File: src/rtl/busclk_pkg.sv
// Shared types for the bus clock divider and peripheral gate.
// Assumes peripheral-to-bus mapping is given as 2 bits per peripheral.
package busclk_pkg;
    typedef enum logic [1:0] {
        BUS_MAIN = 2'd0,
        BUS_PER1 = 2'd1,
        BUS_PER2 = 2'd2
    } bus_id_e;
endpackage

File: src/rtl/busclk_divider.sv
// Power-of-two tick divider. Counts input ticks and emits one output tick
// every 2^code input ticks. Codes above MAX_LOG clamp to MAX_LOG. The code is
// sampled only at the period boundary, so a change applies to the next period.
// Assumes CODE_W is wide enough to hold MAX_LOG.
module busclk_divider #(
    parameter int CODE_W  = 4,
    parameter int MAX_LOG = 9
) (
    input  logic              clk,
    input  logic              rst_n,
    input  logic              tick_in,
    input  logic [CODE_W-1:0] code,
    output logic              tick_out
);
    localparam int CNT_W = (MAX_LOG < 1) ? 1 : MAX_LOG;
    localparam logic [CODE_W-1:0] CODE_MAX = CODE_W'(MAX_LOG);

    logic [CNT_W-1:0]  cnt_q;
    logic [CNT_W-1:0]  reload;
    logic [CODE_W-1:0] log_eff;
    logic [CNT_W:0]    span;

    // Clamp the code and derive the reload value for the next period.
    always_comb begin
        log_eff = (code > CODE_MAX) ? CODE_MAX : code;
        span    = (CNT_W+1)'(1) << log_eff;
        reload  = CNT_W'(span - 1'b1);
    end

    // Count down on each input tick; reload at the boundary.
    always_ff @(posedge clk) begin
        if (!rst_n) begin
            cnt_q <= '0;
        end else if (tick_in) begin
            cnt_q <= (cnt_q == '0) ? reload : cnt_q - 1'b1;
        end
    end

    assign tick_out = tick_in && (cnt_q == '0);
endmodule

File: src/rtl/busclk_periph_gate.sv
// Per-peripheral enable storage and gate. Holds one run and one sleep enable
// bit, forms the wanted gate state from them and the sleep indication, and
// copies it into the gate register only at the edge closing a bus tick.
// Assumes bus_tick is a single-cycle-wide enable from this block's dividers.
module busclk_periph_gate #(
    parameter bit RUN_RST    = 1'b0,
    parameter bit SLEEP_RST  = 1'b0,
    parameter bit ALWAYS_RUN = 1'b0
) (
    input  logic clk,
    input  logic rst_n,
    input  logic bus_tick,
    input  logic sleep_mode,
    input  logic run_wr,
    input  logic sleep_wr,
    input  logic wbit,
    output logic gate_q
);
    logic run_q;
    logic sleep_q;
    logic run_eff;
    logic want;

    // Enable bit storage, loaded by configuration writes.
    always_ff @(posedge clk) begin
        if (!rst_n) begin
            run_q   <= RUN_RST;
            sleep_q <= SLEEP_RST;
        end else begin
            if (run_wr)   run_q   <= wbit;
            if (sleep_wr) sleep_q <= wbit;
        end
    end

    // Sleep enable only counts on top of an effective run enable.
    always_comb begin
        run_eff = run_q | ALWAYS_RUN;
        want    = sleep_mode ? (run_eff & sleep_q) : run_eff;
    end

    // Gate follows the wanted state only at a bus tick boundary.
    always_ff @(posedge clk) begin
        if (!rst_n) begin
            gate_q <= RUN_RST | ALWAYS_RUN;
        end else if (bus_tick) begin
            gate_q <= want;
        end
    end
endmodule

File: src/rtl/busclk_access_guard.sv
// Register access filter. Lets an access through only when the addressed
// peripheral's gate is on; otherwise returns zero and suppresses the write.
// Assumes periph_rdata is already muxed for the addressed peripheral.
module busclk_access_guard #(
    parameter int NPERIPH = 8,
    parameter int SEL_W   = 3,
    parameter int DW      = 32
) (
    input  logic [NPERIPH-1:0] gate,
    input  logic               acc_req,
    input  logic [SEL_W-1:0]   acc_sel,
    input  logic               acc_wr,
    input  logic [DW-1:0]      acc_wdata,
    input  logic [DW-1:0]      periph_rdata,
    output logic               acc_ok,
    output logic [DW-1:0]      acc_rdata,
    output logic               fwd_wr,
    output logic [DW-1:0]      fwd_wdata
);
    logic in_range;

    // Decide acceptance and zero every path of a refused access.
    always_comb begin
        in_range  = int'(acc_sel) < NPERIPH;
        acc_ok    = acc_req && in_range && gate[acc_sel];
        acc_rdata = acc_ok ? periph_rdata : '0;
        fwd_wr    = acc_ok && acc_wr;
        fwd_wdata = acc_ok ? acc_wdata : '0;
    end
endmodule

File: src/rtl/busclk_gate.sv
// Top: main-bus divider, two peripheral-bus dividers fed by the main-bus tick,
// one gate per peripheral on its mapped bus, and the access guard.
// Assumes all ticks are clock enables in the system clock domain.
module busclk_gate
    import busclk_pkg::*;
#(
    parameter int NPERIPH     = 8,
    parameter int DW          = 32,
    parameter int AHB_CODE_W  = 4,
    parameter int AHB_MAX_LOG = 9,
    parameter int APB_CODE_W  = 3,
    parameter int APB_MAX_LOG = 4,
    parameter int FLASH_IDX   = 0,
    parameter logic [NPERIPH-1:0]   SRAM_MASK = NPERIPH'(6),
    parameter logic [2*NPERIPH-1:0] BUS_MAP   = (2*NPERIPH)'(16'hA940),
    localparam int SEL_W = $clog2(NPERIPH)
) (
    input  logic                  clk,
    input  logic                  rst_n,
    input  logic [AHB_CODE_W-1:0] ahb_code,
    input  logic [APB_CODE_W-1:0] apb1_code,
    input  logic [APB_CODE_W-1:0] apb2_code,
    input  logic                  sleep_mode,
    input  logic                  cfg_run_wr,
    input  logic                  cfg_sleep_wr,
    input  logic [NPERIPH-1:0]    cfg_wdata,
    input  logic                  acc_req,
    input  logic [SEL_W-1:0]      acc_sel,
    input  logic                  acc_wr,
    input  logic [DW-1:0]         acc_wdata,
    input  logic [DW-1:0]         periph_rdata,
    output logic                  ahb_tick,
    output logic                  apb1_tick,
    output logic                  apb2_tick,
    output logic [NPERIPH-1:0]    periph_ck_en,
    output logic                  acc_ok,
    output logic [DW-1:0]         acc_rdata,
    output logic                  fwd_wr,
    output logic [DW-1:0]         fwd_wdata
);
    localparam logic [NPERIPH-1:0] RUN_RST   = NPERIPH'(1) << FLASH_IDX;
    localparam logic [NPERIPH-1:0] SLEEP_RST = SRAM_MASK;

    logic [NPERIPH-1:0] gate_state;
    logic [NPERIPH-1:0] bus_tick_vec;

    busclk_divider #(.CODE_W(AHB_CODE_W), .MAX_LOG(AHB_MAX_LOG)) u_div_main (
        .clk(clk), .rst_n(rst_n), .tick_in(1'b1), .code(ahb_code), .tick_out(ahb_tick)
    );

    busclk_divider #(.CODE_W(APB_CODE_W), .MAX_LOG(APB_MAX_LOG)) u_div_per1 (
        .clk(clk), .rst_n(rst_n), .tick_in(ahb_tick), .code(apb1_code), .tick_out(apb1_tick)
    );

    busclk_divider #(.CODE_W(APB_CODE_W), .MAX_LOG(APB_MAX_LOG)) u_div_per2 (
        .clk(clk), .rst_n(rst_n), .tick_in(ahb_tick), .code(apb2_code), .tick_out(apb2_tick)
    );

    for (genvar i = 0; i < NPERIPH; i++) begin : g_per
        localparam logic [1:0] BSEL = BUS_MAP[2*i +: 2];

        // Pick the tick of the bus this peripheral hangs on.
        assign bus_tick_vec[i] = (BSEL == BUS_PER1) ? apb1_tick :
                                 (BSEL == BUS_PER2) ? apb2_tick : ahb_tick;

        busclk_periph_gate #(
            .RUN_RST   (RUN_RST[i]),
            .SLEEP_RST (SLEEP_RST[i]),
            .ALWAYS_RUN(SRAM_MASK[i])
        ) u_gate (
            .clk       (clk),
            .rst_n     (rst_n),
            .bus_tick  (bus_tick_vec[i]),
            .sleep_mode(sleep_mode),
            .run_wr    (cfg_run_wr),
            .sleep_wr  (cfg_sleep_wr),
            .wbit      (cfg_wdata[i]),
            .gate_q    (gate_state[i])
        );

        assign periph_ck_en[i] = gate_state[i] & bus_tick_vec[i];
    end

    busclk_access_guard #(.NPERIPH(NPERIPH), .SEL_W(SEL_W), .DW(DW)) u_guard (
        .gate        (gate_state),
        .acc_req     (acc_req),
        .acc_sel     (acc_sel),
        .acc_wr      (acc_wr),
        .acc_wdata   (acc_wdata),
        .periph_rdata(periph_rdata),
        .acc_ok      (acc_ok),
        .acc_rdata   (acc_rdata),
        .fwd_wr      (fwd_wr),
        .fwd_wdata   (fwd_wdata)
    );
endmodule

File: config.mk
export PLATFORM = sky130hd
export DESIGN_NAME = busclk_gate
export DESIGN_NICKNAME = d
export VERILOG_FILES = /design/src/rtl/busclk_pkg.sv /design/src/rtl/busclk_divider.sv /design/src/rtl/busclk_periph_gate.sv /design/src/rtl/busclk_access_guard.sv /design/src/rtl/busclk_gate.sv
export SDC_FILE = /design/constraint.sdc
export NUM_CORES = 1
export LEC_CHECK = 0
export CAP_MARGIN = 40
export CORE_MARGIN = 1.5
export CORE_UTILIZATION = 43
export CTS_CLUSTER_DIAMETER = 60
export CTS_CLUSTER_SIZE = 40
export DETAILED_ROUTE_END_ITERATION = 8
export DONT_BUFFER_PORTS = 1
export HOLD_SLACK_MARGIN = 0.02
export PLACE_DENSITY_LB_ADDON = 0.05
export REMOVE_ABC_BUFFERS = 1
export SLEW_MARGIN = 20
export SYNTH_ARGS = -nofsm -noshare
export SYNTH_HDL_FRONTEND = slang
export SYNTH_HIERARCHICAL = 1
export SYNTH_SLANG_ARGS = --single-unit
File: constraint.sdc
create_clock -name clk -period 4.3 [get_ports clk]
set_input_delay 0.86 -clock clk [delete_from_list [all_inputs] [get_ports clk]]
set_output_delay 0.86 -clock clk [all_outputs]
set_load 0.05 [all_outputs]
==> impl_metrics.toml <==
[status]
outcome = "finished, final reports clean"

[routing]
vias = 2766
route.detailed.drc = 0
wirelength_mm = 7.51
vias_per_cell = 5.35
drtAntennaViolNets = 0
drt_iter0_drc = 91
wl_per_cell_um = 14.5
dr.pass1.iters = 4

[critical_path]
worstSetupPathType = "flop to output port"
regToRegStartpoint = "u_div_main/cnt_q[2]"
cp.arrival_ns = 2.81
worst-r2r-setup-slack_ns = 1.56
startpoint_type = "flop"
worstSetupEndpointType = "output port"
worstPathMaxFanout = 24
reg2regPathDepth = 8
r2r-end = "u_div_main/cnt_q[8]"
required_ns = 3.44

[pwr]
peakVddDrop_mv = 0.227
leakagePower_uw = 0.00156
power_density_nw_per_um2 = 352

[yosys]
synth_commonest_cells = "74 x inv_1, 39 x dfxtp_1, 39 x nor3_2"
synth_cell_types = 62
synth_top_area_cell = "dfxtp_1"
ys_warn_count = 6
syn_area_per_cell_um2 = 8.04
synth_top_cells_by_area = "dfxtp_1 25%, nor3_2 12%, inv_1 8.8%"
synth.most_common_cell = "inv_1"
synth_edf_count = 0
ys_ff_latch = 39
synth_top_area_share_pct = 24.8
async_flop_share_pct = 0
synth_ff_type = "dfxtp_1"
syn-cell-area_um2 = 3150
yosysSeqAreaShare_pct = 24.8
synthCells = 392

[die]
coreArea_um2 = 7180
die_h_um = 88.6
io_pins = 169
die_w_um = 88.6
start_util_pct = 43.9
rows = 31
die_area_um2 = 7860

[sta]
fin_skew_ns = 0.00571
rsz0062_at_grt = "no"
setup_viol = 0
hold_viol_final = 0
max_slew_margin_pct = 43.0
finalCritPeriodShare_pct = 85.3
max_freq_mhz = 273
holdWs_ns = 0.481
setup_ws_ns = 0.634
slew_viol_final = 0
tightest_slew_ns = 0.851
fin_crit_ns = 3.67
fin_tns_setup_ns = 0

[cells_and_area]
multi_input_area_um2 = 1970
drive_above_1_share_pct = 25.8
area_growth_pct = 16.1
instances_no_fill = 517
final_nets = 512
seqCellArea_um2 = 781
fillerInstances = 710
antennaDiodeCount = 0
finalCoreUtilization_pct = 51.0

[grt]
grt_util_all_layers_pct = 17.9
grt_pass1_vias = 2299
grt_max_degree = 67
grt_pass1_wl_mm = 11.1
globalRouteOverflowTotal = 0
antenna_found_initial = 0

[clock_network]
post_cts_buffers = 0
clkSlewWorstSetupHoldPaths_ns = 0.08
cts_tree = "done"
clk_path_buf_depth = 2
cts_resized = 0
cts_num_sinks = 39
numCtsBuffers = 5
clock_latency_ns = 0.29
cts_root_buf = "clkbuf_8"
h-tree-depth = 2
hold_buffers = 0

[placed_design]
place_congestion = 0.873
dp_hpwl_mm = 5.71
io_buffers = 0
place_ws_ns = 0.936
placed_cells_incl_taps = 509

[hold_path]
whs_path_depth = 2
min-delay-path-class = "flop to flop"
hold_start = "g_per[6].u_gate/run_eff"
hold-path-endpoint = "g_per[6].u_gate/gate_q"

[job]
cap_viol_max_count = 0
-- placed cells by master (no fill, tap or decap), types with 4 or more instances in the layout --
cell,count
nand3_1,13
and2_1,8
or4_1,6
nand2_1,12
clkbuf_8,5
nor3_1,28
nand4b_1,4
a21boi_0,4
buf_4,31
dfxtp_1,39
inv_1,74
nand2b_1,12
buf_12,7
nor2b_1,14
nor4_1,5
a21boi_1,5
nor2_1,15
mux2i_1,15
nor3_2,41
-- flip-flops by register name (all words and copies together) (netlist names) --
name / flops
u_div_main/cnt_q: 9
g_per.u_gate/gate_q: 8
g_per.u_gate/sleep_q: 8
g_per.u_gate/run_eff: 6
u_div_per1/cnt_q: 4
u_div_per2/cnt_q: 4
-- per-stage QoR --
step | area (um2) | total power, uW
after detailed placement | 3540 | 978
after floorplan | 3000 | 873
after global placement | 3520 | 971
after CTS | 3660 | 1300
final | 3660 | 1290
after global routing | 3660 | 1370
-- report_power, final --
| group | switching, uW | leakage [uW] | internal [uW] |
|---|---|---|---|
| combinational | 360 | 0.00118 | 173 |
| clock | 141 | 0.0000587 | 176 |
| sequential | 41.1 | 0.000320 | 398 |
| total | 542 | 0.00156 | 747 |
-- worst max-delay path by stage --
| stage | startpoint | endpoint | cells past startpoint | slack, ns |
|---|---|---|---|---|
| 2_1_floorplan | u_div_main/cnt_q[2] | periph_ck_en[5] | 5 | -2.35 |
| 4_1_cts | u_div_main/cnt_q[2] | periph_ck_en[5] | 7 | 0.59 |
| 3_3_place_gp | u_div_main/cnt_q[2] | periph_ck_en[7] | 7 | 1.01 |
| 5_1_grt | u_div_main/cnt_q[2] | periph_ck_en[7] | 7 | 0.36 |
| 6_report | u_div_main/cnt_q[2] | periph_ck_en[6] | 7 | 0.63 |
| 3_5_place_dp | u_div_main/cnt_q[2] | periph_ck_en[5] | 7 | 0.94 |
-- cells by family after synthesis --
family / share of synthesized area, %
compound gates: 11.3
xor+xnor: 0.278
fa+ha+maj: 1.19
buf+inv: 13.8
flops: 24.8
mux: 6.19
other cells: 0.119
simple gates: 42.3
-- layout make-up --
class                           instances  area share, %
Clock buffer                            5           1.88
Clock inverter                          3           1.30
Inverter                               74           7.59
Multi-Input combinational cell        258           53.9
Sequential cell                        39           21.3
Tap cell                               99           3.38
Timing Repair Buffer                   39           10.6
-- worst max-delay path, stage by stage (launching register included) --
cell and delay (ns):
dfxtp_1 0.36, or4_1 0.75, nor4_2 0.28, buf_4 0.29
inv_1 0.10, nor2_1 0.34, and2_1 0.24, buf_12 0.14
-- routing by layer --
layer / wire (um) / up-vias / track usage (%)
li1: - / 1393 / -
met1: 3340 / 1255 / 22.8
met2: 3570 / 112 / 30.9
met3: 526 / 6 / 4.01
met4: 67 / 0 / 4.26
met5: 0 / - / 0
No activity file was read; power rests on OpenSTA's default activity.
